[src/rtl/wdog_pkg.sv]
package wdog_pkg;

    localparam int WD_CNT_W = 24;
    localparam logic [WD_CNT_W-1:0] WD_RESET_COUNT = 24'h00FFFF;

    typedef enum logic {
        RESP_EXC = 1'b0,
        RESP_RST = 1'b1
    } resp_e;

    typedef struct packed {
        logic fire;
        logic in_stop;
        logic sel_rst;
    } tmo_evt_t;

    function automatic logic is_zero(input logic [WD_CNT_W-1:0] v);
        return v == '0;
    endfunction

endpackage

[src/rtl/wdog_counter.sv]
module wdog_counter
    import wdog_pkg::*;
#(
    parameter int CNT_W = WD_CNT_W,
    parameter logic [CNT_W-1:0] RESET_COUNT = WD_RESET_COUNT
) (
    input  logic             clk,
    input  logic             rst,
    input  logic             wd_enable,
    input  logic             tick,
    input  logic [CNT_W-1:0] reload_val,
    input  logic             refresh,
    input  logic             debug_hold,
    input  logic             stop_mode,
    input  logic             resp_sel,
    output tmo_evt_t         evt
);

    logic [CNT_W-1:0] count_q;
    logic             en_q;
    logic             first_load;
    logic             forced_load;
    logic             at_zero;
    logic             fire;

    assign first_load  = wd_enable && !en_q;
    assign forced_load = wd_enable && en_q && (refresh || debug_hold);
    assign at_zero     = (count_q == '0);
    assign fire        = wd_enable && en_q && !refresh && !debug_hold && tick && at_zero;

    always_ff @(posedge clk) begin
        if (rst) begin
            count_q <= RESET_COUNT;
            en_q    <= 1'b1;
        end else begin
            en_q <= wd_enable;
            if (first_load || forced_load || fire) begin
                count_q <= reload_val;
            end else if (wd_enable && tick) begin
                count_q <= count_q - 1'b1;
            end
        end
    end

    always_comb begin
        evt.fire    = fire;
        evt.in_stop = stop_mode;
        evt.sel_rst = (resp_e'(resp_sel) == RESP_RST);
    end

    AST_DEBUG_RELOADS: assert property (@(posedge clk) disable iff (rst)
        (wd_enable && en_q && debug_hold) |=> (count_q == $past(reload_val)));

    AST_REFRESH_RELOADS: assert property (@(posedge clk) disable iff (rst)
        (wd_enable && en_q && refresh) |=> (count_q == $past(reload_val)));

    AST_HOLD_WHEN_OFF: assert property (@(posedge clk) disable iff (rst)
        (!wd_enable && !$past(rst)) |=> $stable(count_q));

endmodule

[src/rtl/wdog_response.sv]
module wdog_response
    import wdog_pkg::*;
(
    input  logic     clk,
    input  logic     rst,
    input  tmo_evt_t evt,
    input  logic     status_clr,
    output logic     exc_req,
    output logic     wake_req,
    output logic     reset_req,
    output logic     flag_timeout,
    output logic     flag_stop
);

    logic exc_hit;
    logic stop_hit;

    assign exc_hit  = evt.fire && !evt.sel_rst;
    assign stop_hit = exc_hit && evt.in_stop;

    always_ff @(posedge clk) begin
        if (rst) begin
            exc_req      <= 1'b0;
            wake_req     <= 1'b0;
            reset_req    <= 1'b0;
            flag_timeout <= 1'b0;
            flag_stop    <= 1'b0;
        end else begin
            exc_req   <= exc_hit;
            wake_req  <= stop_hit;
            reset_req <= reset_req || (evt.fire && evt.sel_rst);
            if (evt.fire) begin
                flag_timeout <= 1'b1;
            end else if (status_clr) begin
                flag_timeout <= 1'b0;
            end
            if (stop_hit) begin
                flag_stop <= 1'b1;
            end else if (status_clr) begin
                flag_stop <= 1'b0;
            end
        end
    end

    AST_RESET_REQ_HELD: assert property (@(posedge clk) disable iff (rst)
        reset_req |=> reset_req);

    AST_WAKE_WITH_EXC: assert property (@(posedge clk) disable iff (rst)
        wake_req |-> (exc_req && flag_stop));

    AST_STOP_FLAG_PAIRED: assert property (@(posedge clk) disable iff (rst)
        flag_stop |-> flag_timeout);

    AST_FLAG_CLEAR: assert property (@(posedge clk) disable iff (rst)
        (status_clr && !evt.fire) |=> !flag_timeout);

endmodule

[src/rtl/wdog_top.sv]
module wdog_top
    import wdog_pkg::*;
#(
    parameter int CNT_W = WD_CNT_W,
    parameter logic [CNT_W-1:0] RESET_COUNT = WD_RESET_COUNT
) (
    input  logic             clk,
    input  logic             rst,
    input  logic             wd_enable,
    input  logic             tick,
    input  logic [CNT_W-1:0] reload_val,
    input  logic             refresh,
    input  logic             debug_hold,
    input  logic             stop_mode,
    input  logic             resp_sel,
    input  logic             status_clr,
    output logic             exc_req,
    output logic             wake_req,
    output logic             reset_req,
    output logic             flag_timeout,
    output logic             flag_stop
);

    tmo_evt_t evt;

    wdog_counter #(
        .CNT_W      (CNT_W),
        .RESET_COUNT(RESET_COUNT)
    ) cnt_i (
        .clk        (clk),
        .rst        (rst),
        .wd_enable  (wd_enable),
        .tick       (tick),
        .reload_val (reload_val),
        .refresh    (refresh),
        .debug_hold (debug_hold),
        .stop_mode  (stop_mode),
        .resp_sel   (resp_sel),
        .evt        (evt)
    );

    wdog_response rsp_i (
        .clk          (clk),
        .rst          (rst),
        .evt          (evt),
        .status_clr   (status_clr),
        .exc_req      (exc_req),
        .wake_req     (wake_req),
        .reset_req    (reset_req),
        .flag_timeout (flag_timeout),
        .flag_stop    (flag_stop)
    );

    AST_EXC_ONLY_IN_EXC_MODE: assert property (@(posedge clk) disable iff (rst)
        exc_req |-> ($past(resp_sel) == 1'b0));

    AST_NO_TIMEOUT_IN_DEBUG: assert property (@(posedge clk) disable iff (rst)
        ($past(debug_hold) && $past(wd_enable) && !$past(rst)) |-> !exc_req);

endmodule

[config.mk]
export PLATFORM = sky130hd
export DESIGN_NAME = wdog_top
export DESIGN_NICKNAME = d
export VERILOG_FILES = /design/src/rtl/wdog_pkg.sv /design/src/rtl/wdog_counter.sv /design/src/rtl/wdog_response.sv /design/src/rtl/wdog_top.sv
export SDC_FILE = /design/constraint.sdc
export NUM_CORES = 1
export LEC_CHECK = 0
export CORE_MARGIN = 8
export CORE_UTILIZATION = 42
export DETAILED_ROUTE_END_ITERATION = 16
export GPL_TIMING_DRIVEN = 0
export PLACE_DENSITY = 0.76
export SYNTH_ARGS = -nofsm -noshare
export SYNTH_HDL_FRONTEND = slang
export SYNTH_HIERARCHICAL = 1
export SYNTH_SLANG_ARGS = --single-unit
[constraint.sdc]
create_clock -name clk -period 6.4 [get_ports clk]
set_input_delay 1.92 -clock clk [delete_from_list [all_inputs] [get_ports clk]]
set_output_delay 1.92 -clock clk [all_outputs]
set_load 0.01 [all_outputs]
==> results by group <==
Synthesis
  – Synthesized net count: 236
  – Register area share after synthesis: 35.4%
  – Synth Warn #: 6
  – FFs w/ async S/R, synth: 0%
  – Leading post-synthesis cells by cell area: dfxtp_1, nor3_1, xnor2_1, nor2_1, a21oi_1
  – Synth Flop Type: dfxtp_1
  – Yosys top cell area share: 35.4%
  – Mean Syn Cell Area: 8.44 um^2
  – Synth area leader: dfxtp_1
  – #FFs+latches synth: 30
  – Top post-synthesis cells by count: dfxtp_1, nor2_1, nor3_1
  – Synthesized area: 0.00170 mm^2
  – Mapped Cells: between 200 and 250
  – Post-synth cell types: 39
  – EDFF count, synth: 0
  – Most frequent cell after synthesis: dfxtp_1

Detailed routing
  – Drt total wl: 4240 um
  – DRC Markers: 0
  – Via-to-Cell Ratio: 5.47
  – Pre-antenna DRT Iters: 4
  – Post-route ant nets: 0
  – Vias: 1,609
  – First DRT Iteration DRCs: 81
  – WL/cell: 14.4 um

Placement
  – Area post-placement: 0.00211 mm^2
  – Detailed Place HPWL: 3090 um
  – Input/output buffers: 35
  – DP Worst Slack: 2080 ps
  – Placer Congestion: between 0.8 and 0.9

Floorplan
  – # IOs: 38
  – Die height: 79.6 um
  – Initial Util: 43.0%
  – Die area: 0.00633 mm^2
  – Die X: 79.6 um
  – Rows: 23
  – Core Area: 0.00394 mm^2

Worst setup path
  – CP most frequent cell: buf_4
  – CP max stage cell: clkdlybuf4s50_1
  – Worst Path Arrival: 4140 ps
  – CP startpoint kind: input port
  – Crit-path max FO: 10
  – Crit-path leading delay family: buffers and inverters
  – CP cell instances: clkdlybuf4s50_1, nor4bb_1, buf_4, nand4_1, o41ai_2, buf_4, buf_2, a211oi_1
  – Slowest cell delay on critical path: 560 ps
  – Buf+Inv Stages, Crit Path: 4
  – CP Class: in -> reg
  – Critical Path End Type: register
  – Required @ worst endpoint: 6550 ps

Layout
  – Final core occ: 55.8%
  – Area growth, synth to finish: 29.7%
  – Antenna cells: 0
  – NumNets Final: 278
  – Share of layout cells above drive strength 1: 11.1%
  – Post-route cell area: 0.00220 mm^2

Power and ir drop
  – Switch Pwr: 114 uW
  – Sw Ratio: a little over a quarter
  – Power Density: 198 mW/mm^2
  – Power Total: around 440 uW
  – Max IR drop VDD: about 0.00015 V
  – P_int: 322 uW
  – Combinational Power Share: 15.0%
  – Pleak: 0.000778 uW
  – Sequential Power Share: 48.8%
  – Clock share of power: between 30% and 40%

Timing
  – Least-Margin Pin Slew: 508 ps
  – Period utilisation layout: 62.3%
  – Final critical-path required period: 3990 ps
  – Worst Clk Skew: roughly 3.3 ps
  – Setup TNS: 0 ps
  – PnR worst setup slack: 2410 ps
  – Highest Clock Rate: between 0.2 and 0.3 GHz
  – RSZ-0062 raised after global routing: no
  – Final slew viol count: 0
  – # setup viols final: 0
  – Final Hold Viols: 0
  – Normalized max-slew margin: 66.2%

Min path
  – Worst min path class: reg -> reg

Clock network
  – Clock Path Buffers: 2
  – Reg clk slew, reported paths: 60 ps
  – Cell chosen for the clock root: clkbuf_8
  – CTS resizes: 0
  – Htree depth: 2
  – Clock Latency Late Sink: 290 ps
  – CTS buffer count: 5
  – CTS tree: done
  – Sinks on Clock Net: 30
  – Post-CTS setup repair buffer count: 0
  – CTS Hold Bufs: 0

Global route
  – First-pass GRT wire length: between 7000 and 8000 um
  – GRT Util Overall: between 10% and 20%
  – Grt ovf: 0
  – Initial antenna violation count: 0
  – Pin count of the biggest net entering global routing: 11
  – Number of global-route vias before repair: 1,625

Run status
  – Status: finished clean

Run
  – Max Cap Viol: 0
[area by class of cell]
cell class	count	area [um^2]
buffer	15	83.8
clock buffer	7	86.3
clock inverter	1	5.00
fill	389	1740
inverter	11	41.3
multi-input combinational	145	971
sequential	30	601
tap	50	62.6
timing repair buffer	35	350
[kinds of logic (layout without fill, tap and decap cells)]
group,Yosys count,after routing,synth area share (%)
compound gates,38,38,15.8
xor+xnor,13,13,6.71
fa+ha+maj,2,2,1.47
buf+inv,26,69,7.37
flops,30,30,35.4
simple gates,92,92,33.3
[layout by cell type (no fill, tap or decap), drive strengths merged]
cell type,netlist,routed
nand2,3,3
nor4bb,2,2
o31a,4,4
o21a,3,3
buf,10,10
nor3,23,23
a211o,3,3
nand4,5,5
nor4,14,14
nand2b,2,2
xnor2,10,10
inv,11,11
or4,5,5
nor2,23,23
a21oi,15,15
clkdlybuf4s50,0,35
and4b,1,1
or3,2,2
xor2,3,3
or4bb,1,1
nand3,3,3
or2,2,2
clkbuf,5,12
ha,2,2
dfxtp,30,30
nor3b,5,5
a211oi,8,8
clkinv,0,1
nand3b,1,1
o21ai,2,2
o41ai,1,1
a2111oi,2,2
[power groups by stage]
stage | clock network [uW] | logic [uW] | registers, uW
2_1_floorplan | 0 | 38.1 | 213
6_report | 158 | 65.5 | 213
3_3_place_gp | 0 | 64.3 | 216
5_1_grt | 172 | 74.1 | 215
3_5_place_dp | 0 | 65.6 | 217
4_1_cts | 163 | 66.2 | 213
[worst register-to-register path, cell delays in order, from the launching register on]
cell and delay (ps):
dfxtp_1 360, nor4_1 420, nand3_1 280, o41ai_2 450, buf_4 250, buf_2 260, a211oi_1 110
[per-layer routing]
metal / vias up / track usage [%] / wire [um]
met5: - / 0 / 0
met4: 0 / 6.30 / 63
met3: 7 / 6.42 / 282
met2: 44 / 24.0 / 2050
met1: 737 / 16.5 / 1840
li1: 821 / - / -
[state kept, by name, summed over array words and instances (netlist names)]
register            count
rsp_i/flag_timeout      1
rsp_i/reset_req         1
cnt_i/count_q          24
rsp_i/flag_stop         1
rsp_i/wake_req          1
cnt_i/en_q              1
rsp_i/exc_req           1
[per-stage QoR]
step / instances / hold WS (ps)
finish: 294 / 481
floorplan: 201 / 487
global route: 294 / 528
detailed placement: 286 / 475
global placement: 286 / 458
CTS: 294 / 484
[path summary, 6_finish.rpt]
kind / slack (ps) / cells past startpoint / startpoint / endpoint
hold reg to reg: 480 / 2 / rsp_i/flag_timeout$_SDFFE_PP0P_ / rsp_i/flag_timeout$_SDFFE_PP0P_
hold / removal: 480 / 2 / rsp_i/flag_timeout$_SDFFE_PP0P_ / rsp_i/flag_timeout$_SDFFE_PP0P_
setup / recovery: 2410 / 8 / wd_enable / cnt_i/count_q[16]$_SDFFE_PP0P_
setup reg to reg: 4140 / 6 / cnt_i/count_q[16]$_SDFFE_PP0P_ / cnt_i/count_q[16]$_SDFFE_PP0P_
Power figures use the tool's default switching activity.
